**src/rtl/mc_seq_pkg.sv**
```systemverilog
package mc_seq_pkg;
  localparam int OP_W    = 6;
  localparam int ALUOP_W = 3;
  localparam int BSEL_W  = 2;

  typedef enum logic [3:0] {
    ST_FETCH, ST_DECODE, ST_BR_CMP, ST_R_EXE, ST_R_WB,
    ST_SW_ADDR, ST_SW_MEM, ST_LW_ADDR, ST_LW_MEM, ST_LW_WB
  } seq_state_e;

  typedef enum logic [2:0] {
    CLS_RTYPE, CLS_LOAD, CLS_STORE, CLS_BEQ, CLS_OTHER
  } instr_cls_e;

  localparam logic [OP_W-1:0] OPC_RTYPE = 6'b000000;
  localparam logic [OP_W-1:0] OPC_LOAD  = 6'b100011;
  localparam logic [OP_W-1:0] OPC_STORE = 6'b101011;
  localparam logic [OP_W-1:0] OPC_BEQ   = 6'b000100;

  localparam logic [ALUOP_W-1:0] AOP_ADD = 3'd0;
  localparam logic [ALUOP_W-1:0] AOP_SUB = 3'd1;
  localparam logic [ALUOP_W-1:0] AOP_AND = 3'd2;
  localparam logic [ALUOP_W-1:0] AOP_OR  = 3'd3;
  localparam logic [ALUOP_W-1:0] AOP_NOR = 3'd4;
  localparam logic [ALUOP_W-1:0] AOP_SLT = 3'd5;

  localparam logic [BSEL_W-1:0] BSEL_REG  = 2'd0;
  localparam logic [BSEL_W-1:0] BSEL_FOUR = 2'd1;
  localparam logic [BSEL_W-1:0] BSEL_IMM  = 2'd2;
  localparam logic [BSEL_W-1:0] BSEL_IMM4 = 2'd3;

  function automatic instr_cls_e classify(input logic [OP_W-1:0] op);
    case (op)
      OPC_RTYPE: return CLS_RTYPE;
      OPC_LOAD:  return CLS_LOAD;
      OPC_STORE: return CLS_STORE;
      OPC_BEQ:   return CLS_BEQ;
      default:   return CLS_OTHER;
    endcase
  endfunction

  function automatic logic [ALUOP_W-1:0] funct_to_aluop(input logic [5:0] fn);
    case (fn)
      6'b100000: return AOP_ADD;
      6'b100010: return AOP_SUB;
      6'b100100: return AOP_AND;
      6'b100101: return AOP_OR;
      6'b100111: return AOP_NOR;
      6'b101010: return AOP_SLT;
      default:   return AOP_ADD;
    endcase
  endfunction
endpackage

```
**src/rtl/mc_seq_next.sv**
```systemverilog
module mc_seq_next
  import mc_seq_pkg::*;
(
  input  logic       clk,
  input  logic       rst_n,
  input  instr_cls_e cls,
  output seq_state_e state_q
);
  seq_state_e state_d;

  always_comb begin
    state_d = ST_FETCH;
    case (state_q)
      ST_FETCH:   state_d = ST_DECODE;
      ST_DECODE: begin
        case (cls)
          CLS_RTYPE: state_d = ST_R_EXE;
          CLS_LOAD:  state_d = ST_LW_ADDR;
          CLS_STORE: state_d = ST_SW_ADDR;
          CLS_BEQ:   state_d = ST_BR_CMP;
          default:   state_d = ST_FETCH;
        endcase
      end
      ST_R_EXE:   state_d = ST_R_WB;
      ST_SW_ADDR: state_d = ST_SW_MEM;
      ST_LW_ADDR: state_d = ST_LW_MEM;
      ST_LW_MEM:  state_d = ST_LW_WB;
      default:    state_d = ST_FETCH;
    endcase
  end

  always_ff @(posedge clk or negedge rst_n) begin
    if (!rst_n) state_q <= ST_FETCH;
    else        state_q <= state_d;
  end
endmodule

```
**src/rtl/mc_seq_out.sv**
```systemverilog
module mc_seq_out
  import mc_seq_pkg::*;
(
  input  seq_state_e          state_q,
  input  logic [5:0]          funct,
  input  logic                alu_zero,
  output logic                pc_we,
  output logic                mem_we,
  output logic                rf_we,
  output logic                ir_we,
  output logic                alu_a_sel,
  output logic [BSEL_W-1:0]   alu_b_sel,
  output logic [ALUOP_W-1:0]  alu_op,
  output logic                reg_dst_sel,
  output logic                rf_wdata_sel,
  output logic                mem_addr_sel,
  output logic                pc_src_sel
);
  always_comb begin
    pc_we = 1'b0; mem_we = 1'b0; rf_we = 1'b0; ir_we = 1'b0;
    alu_a_sel = 1'b0; alu_b_sel = BSEL_REG; alu_op = AOP_ADD;
    reg_dst_sel = 1'b0; rf_wdata_sel = 1'b0;
    mem_addr_sel = 1'b0; pc_src_sel = 1'b0;
    case (state_q)
      ST_FETCH: begin
        pc_we = 1'b1; ir_we = 1'b1; alu_b_sel = BSEL_FOUR;
      end
      ST_DECODE: alu_b_sel = BSEL_IMM4;
      ST_BR_CMP: begin
        alu_a_sel = 1'b1; alu_op = AOP_SUB;
        pc_src_sel = 1'b1; pc_we = alu_zero;
      end
      ST_R_EXE: begin
        alu_a_sel = 1'b1; alu_op = funct_to_aluop(funct);
      end
      ST_R_WB: begin
        rf_we = 1'b1; reg_dst_sel = 1'b1;
      end
      ST_SW_ADDR, ST_LW_ADDR: begin
        alu_a_sel = 1'b1; alu_b_sel = BSEL_IMM;
      end
      ST_SW_MEM: begin
        mem_we = 1'b1; mem_addr_sel = 1'b1;
      end
      ST_LW_MEM: mem_addr_sel = 1'b1;
      ST_LW_WB: begin
        rf_we = 1'b1; rf_wdata_sel = 1'b1;
      end
      default: ;
    endcase
  end
endmodule

```
**src/rtl/mc_seq_ctrl.sv**
```systemverilog
module mc_seq_ctrl
  import mc_seq_pkg::*;
(
  input  logic         clk,
  input  logic         rst_n,
  input  logic [5:0]   opcode,
  input  logic [5:0]   funct,
  input  logic         alu_zero,
  output logic         pc_we,
  output logic         mem_we,
  output logic         rf_we,
  output logic         ir_we,
  output logic         alu_a_sel,
  output logic [1:0]   alu_b_sel,
  output logic [2:0]   alu_op,
  output logic         reg_dst_sel,
  output logic         rf_wdata_sel,
  output logic         mem_addr_sel,
  output logic         pc_src_sel
);
  instr_cls_e cls;
  seq_state_e state_q;
  logic       in_decode;
  logic       in_br_cmp;
  logic       op_known;

  assign cls       = classify(opcode);
  assign in_decode = (state_q == ST_DECODE);
  assign in_br_cmp = (state_q == ST_BR_CMP);
  assign op_known  = (cls != CLS_OTHER);

  mc_seq_next u_next (
    .clk     (clk),
    .rst_n   (rst_n),
    .cls     (cls),
    .state_q (state_q)
  );

  mc_seq_out u_out (
    .state_q      (state_q),
    .funct        (funct),
    .alu_zero     (alu_zero),
    .pc_we        (pc_we),
    .mem_we       (mem_we),
    .rf_we        (rf_we),
    .ir_we        (ir_we),
    .alu_a_sel    (alu_a_sel),
    .alu_b_sel    (alu_b_sel),
    .alu_op       (alu_op),
    .reg_dst_sel  (reg_dst_sel),
    .rf_wdata_sel (rf_wdata_sel),
    .mem_addr_sel (mem_addr_sel),
    .pc_src_sel   (pc_src_sel)
  );
endmodule

```
**config.mk**
```make
export PLATFORM = sky130hd
export DESIGN_NAME = mc_seq_ctrl
export DESIGN_NICKNAME = d
export VERILOG_FILES = /design/src/rtl/mc_seq_pkg.sv /design/src/rtl/mc_seq_next.sv /design/src/rtl/mc_seq_out.sv /design/src/rtl/mc_seq_ctrl.sv
export SDC_FILE = /design/constraint.sdc
export NUM_CORES = 1
export LEC_CHECK = 0
export BUFFER_PORTS_ARGS = -buffer_cell sky130_fd_sc_hd__buf_2
export CORE_AREA = 5 5 42 44
export CTS_CLUSTER_DIAMETER = 150
export DETAILED_ROUTE_END_ITERATION = 10
export DIE_AREA = 0 0 47 49
export PLACE_DENSITY = 0.66
export SLEW_MARGIN = 20
export SYNTH_ARGS = -nofsm -noshare
export SYNTH_HDL_FRONTEND = slang
export SYNTH_SLANG_ARGS = --single-unit
```
**constraint.sdc**
```tcl
create_clock -name clk -period 1.6 [get_ports clk]
set_input_delay 0.16 -clock clk [delete_from_list [all_inputs] [get_ports clk]]
set_output_delay 0.16 -clock clk [all_outputs]
set_load 0.01 [all_outputs]
```
# Word-level counts from Yosys, hierarchy flattened
# Index checks and enable logic that the tools add are counted.
dict set report totals {
  ff_bits 4
  latch_bits 0
  ramBits 0
  romBits 0
  in_bits 15
  out_inout_bits 14
  word_cells 43
  n_memories 0
}
dict set report classes {
  n_addsub 0
  multipliers 0
  n_div 0
  magnitude_cmp 0
  eq_ne 20
  shifts 0
  muxes 15
  bitwise_logic 0
  reduce_logical 7
}
# op count
set ops {}
lappend ops {{equality test 6 bit (second input constant)} 7}
lappend ops {{one-hot mux 3 bit (4 select lines)} 2}
lappend ops {{one-hot mux 4 bit (6 select lines)} 1}
lappend ops {{equality test 4 x 3 -> 1 bit (second input constant)} 4}
lappend ops {{one-hot mux 3 bit (5 select lines)} 1}
lappend ops {{equality test 4 x 2 -> 1 bit (second input constant)} 2}
lappend ops {{equality test 4 bit (second input constant)} 2}
lappend ops {{two-way mux 1 bit} 8}
lappend ops {{equality test 3 x 2 -> 1 bit (second input constant)} 2}
lappend ops {{equality test 6 x 3 -> 1 bit (second input constant)} 1}
lappend ops {{logical NOT 6 bit} 1}
lappend ops {{one-hot mux 2 bit (3 select lines)} 1}
lappend ops {{one-hot mux 3 bit (2 select lines)} 1}
lappend ops {{OR reduction 2 bit} 3}
lappend ops {{equality test 4 x 1 -> 1 bit (second input constant)} 1}
lappend ops {{logical NOT 4 bit} 1}
lappend ops {{OR reduction 4 bit} 1}
lappend ops {{equality test 3 x 1 -> 1 bit (second input constant)} 1}
lappend ops {{logical NOT 3 bit} 1}
lappend ops {{one-hot mux 1 bit (2 select lines)} 1}

# Logic depth before layout (Yosys ltp)
dict set report logic_depth {
  depth_word 5
  mapped_depth 4
  ltp_nobuf 3
}

# By module
# From an unflattened synthesis, not the netlist that was laid out.
dict set report hier_totals {
  cells_unflattened 60
  area_unflattened_um2 470.5
}
# module n_inst cells_each area_per_inst_um2 seq_area_each_um2
set by_module_without_submodules {}
lappend by_module_without_submodules {mc_seq_out 1 34 217.7 0.0}
lappend by_module_without_submodules {mc_seq_next 1 18 186.4 100.1}
lappend by_module_without_submodules {mc_seq_ctrl 1 8 66.3 0.0}

# Worst setup path after synthesis
# No wires, ideal clock.
dict set report synth_timing {
  path_kind {reg2out}
  startpoint {register u_next.state_q[2]}
  endpoint {output alu_op[2]}
  arrival_time_ns 1.508
  required_time_ns 1.440
  slack_ns -0.068
  stages_incl_launch_ff 5
  n_path_buf 1
  path_cell_list {dfrtp_1 > or2_0 > buf_2 > or4b_4 > nor3b_2}
}
dict set report synth_between {
  elab_chain_len 2
  elab_cells_between_ends 3
  cone_classes {eq/ne (2); mux (1)}
}
# item line
set synth_rtl {}
lappend synth_rtl {{from (decl)} mc_seq_next.sv:7} ;# output seq_state_e state_q
lappend synth_rtl {{from (signal assigned)} mc_seq_next.sv:34} ;# else state_q <= state_d;
lappend synth_rtl {{equality test 4 x 2 -> 1 bit} mc_seq_out.sv:24} ;# case (state_q)
lappend synth_rtl {{one-hot mux 3 bit (2 select lines) (*)} mc_seq_out.sv:24}
lappend synth_rtl {{to (decl)} mc_seq_ctrl.sv:15} ;# output logic [2:0] alu_op,
# Every way passes the cells marked *; elsewhere a longest branch is shown, timed or not.

# Worst setup path after layout
# Same ends and word-level chain as after synthesis.

==> impl_metrics.py <==
metrics = {
    "run_status": {
        "status": "complete, but fails checks",
        "violations": "negative setup slack",
    },
    "placed_design": {
        "io_buffers": 28,
        "hpwl_um": 936,
        "gp_congestion": 0.708,
    },
    "sta": {
        "rsz0062_at_grt": "yes",
        "setup_violations": 3,
        "max_freq_ghz": 0.540,
        "tightest_slew_ns": 0.235,
        "hold_viol_final": 0,
        "clock_skew_ns": 0.00385,
        "setup_ws_ns": -0.251,
        "min_period_ns": 1.85,
        "finalCritPeriodShare_pct": 116,
        "slew_headroom_pct": 84.3,
        "report.final.slew_viol_count": 0,
    },
    "critical_path": {
        "critPathKind": "reg -> out",
        "critPathLaunchType": "flop",
        "path_depth": 4,
        "cp_max_fo": 3,
        "cp-end-kind": "output port",
        "r2r_slack_ns": 0.26,
        "worstPathArrival_ns": 1.69,
        "startpoint": "u_next.state_q[2]",
        "critPathMaxStageDelay_ns": 0.55,
        "crit_required_ns": 1.44,
        "cp_top_family": "simple AND/OR/NAND/NOR gates",
        "endpoint": "alu_op[2]",
        "r2r_cells": 3,
        "r2r-end": "u_next.state_q[3]",
        "crit_slowest_cell": "or4b_4",
        "cp_num_buf_inv": 1,
        "crit_chain": "or2_1 -> or4b_4 -> nor3b_2 -> buf_2",
        "reg2reg_from": "u_next.state_q[0]",
    },
    "global_routing": {
        "track_usage_pct": 10.1,
        "grt_first_pass_wirelength_um": 1690,
        "grt_max_degree": 15,
        "grt_pass1_vias": 434,
        "gr-total-overflow": 0,
        "antenna_found_initial": 0,
    },
    "synthesis": {
        "ys_types": 28,
        "synth_nets": 71,
        "synth.most_common_cell": "nor2_1",
        "muxShareOfSynthArea_pct": 0,
        "synth_fa_ha_area_share_pct": 0,
        "synth_xor_area_share_pct": 0,
        "yosys_most_used_dff": "dfrtp_1",
        "avgSynthCellArea_um2": 7.51,
        "synth_area_um2": 420,
        "synth_compound_area_share_pct": 17.0,
        "synth_warnings": 0,
        "synth_top_family_by_area": "simple AND/OR/NAND/NOR gates",
        "synth_common_cells": "nor2_1, nor3b_1, a21oi_1, dfrtp_1, nor3_1",
        "synthCells": 56,
        "synthArstFlopShare_pct": 100,
        "yosysSeqAreaShare_pct": 23.8,
        "synthTopCellsByArea": "dfrtp_1, nor3b_1, nor2_1, a21oi_1, nor3_1",
        "synth_edf_count": 0,
        "synth_area_leader_cell": "dfrtp_1",
        "ys_ff_latch": 4,
        "synth-simple-area-share_pct": 55.4,
        "synth_top_area_share_pct": 23.8,
    },
    "floorplanning": {
        "ios": 29,
        "rows": 14,
        "floorplan.initialDensity_pct": 30.0,
        "die-area_um2": 2300,
        "core_um2": 1400,
        "die_h_um": 49,
        "die_width_um": 47,
    },
    "cts": {
        "clk_pin_slew_ns": 0.04,
        "clock_latency_ns": 0.24,
        "cts_made_buffers": 3,
        "cts_tree": "yes",
        "cts.sinks": 4,
        "htreeDepth": 1,
        "clockBufferDepth": 2,
        "cts-root-buf": "clkbuf_4",
    },
    "drt": {
        "route.met3.wl_um": 132,
        "drcViolationCount": 0,
        "dr_wl_met2_um": 592,
        "drt-initial-drc-count": 6,
        "via_per_inst": 4.99,
        "drt-wirelength-per-cell_um": 11.1,
        "top_layer": "met4",
        "ant_nets": 0,
        "first_pass_iters": 2,
        "wl_um": 1180,
        "met1_length_um": 428,
        "via_count": 534,
    },
    "final_layout": {
        "drive_gt1_share_pct": 48.4,
        "area_growth_pct": 55.7,
        "final_core_util_pct": 46.7,
        "reg.largest.list": "u_next.state_q (4)",
        "largest_reg_flops": 4,
        "seqCellArea_um2": 100,
        "multiInputGateArea_um2": 309,
        "top_register": "u_next.state_q",
        "fillers": 152,
        "nets": 108,
        "diodes": 0,
    },
    "pwr": {
        "peakVddDrop_mv": 0.429,
        "power_uw": 765,
        "powerDensity_nw_per_um2": 1170,
        "p_leak_uw": 0.000327,
    },
    "flow_run": {
        "drv_cap": 0,
    },
    "hold_path": {
        "worstHoldPathType": "in -> reg",
        "hold_start": "opcode[2]",
    },
}
==> worst register-to-register path, stage by stage, from the launching register on <==
cell	delay (ns)
dfrtp_1	0.37
buf_4	0.18
or4b_2	0.62
o21ai_0	0.09
==> report_power, final <==
group,leakage (uW),total (uW),internal [uW],switching (uW)
Clock,0.0000138,133,84.4,48.7
Combinational,0.000260,491,238,253
Sequential,0.0000532,141,129,12.2
Total,0.000327,765,451,313
==> worst min-delay path by stage <==
stage	cells after the start	end	slack, ns
5_1_grt	4	u_next.state_q[0]	0.25
3_5_place_dp	1	u_next.state_q[1]	-0.03
4_1_cts	4	u_next.state_q[0]	0.22
3_3_place_gp	1	u_next.state_q[0]	-0.04
2_1_floorplan	0	u_next.state_q[0]	-0.14
6_report	4	u_next.state_q[0]	0.23
==> layer usage <==
metal / vias to the layer above / global-route usage, %
li1: 277 / -
met1: 232 / 9.56
met2: 22 / 17.4
met3: 3 / 2.95
met4: 0 / 6.91
met5: - / 0
==> what timing repair did <==
action / in CTS / in global routing
gates resized for setup: 1 / 1
pin swaps: 1 / 3
setup endpoints to repair: 3 / 6
hold endpoints to repair: 4 / 0
hold buffers: 1 / 0
buffers inserted: 1 / 3
==> per-stage QoR <==
stage	setup slack, ns	hold WS [ns]	cell area [um2]	TNS (ns)	instances
after floorplan	-0.0679	-0.136	420	-0.176	56
after global placement	0.0281	-0.0357	602	0	101
after detailed placement	0.0137	-0.0324	602	0	101
after CTS	-0.244	0.220	642	-0.655	106
after global routing	-0.292	0.250	654	-0.882	107
final	-0.251	0.231	654	-0.678	107
==> placed cells by master (no fill, tap or decap) <==
cell type,n
buf_2,28
nor3_1,3
dlygate4sd3_1,1
clkbuf_4,3
and2b_2,1
nor2_1,6
a211oi_1,1
dfrtp_1,4
nor2b_1,3
nor3b_1,5
and4b_1,1
or2_1,1
nor3_2,1
or2_2,1
nand3b_1,1
or4b_2,1
buf_4,7
nand2b_1,1
or3_1,1
or4b_4,1
o21ai_0,3
nor4_1,1
o21a_1,2
nand2_1,3
a21oi_1,4
and3_1,2
a21boi_0,1
nor3b_2,1
nand4b_1,1
or2b_1,1
o22ai_1,1
==> layout make-up <==
type,instances,share of cell area (%)
Tap cell,16,3.06
Multi-Input combinational cell,48,47.2
Sequential cell,4,15.3
Clock buffer,3,3.44
Timing Repair Buffer,36,31.0
==> kinds of logic after synthesis <==
| family | after synthesis |
|---|---|
| simple gates | 36 |
| compound gates | 12 |
| flops | 4 |
| buf+inv | 4 |
(Power assumes the default switching activity.)
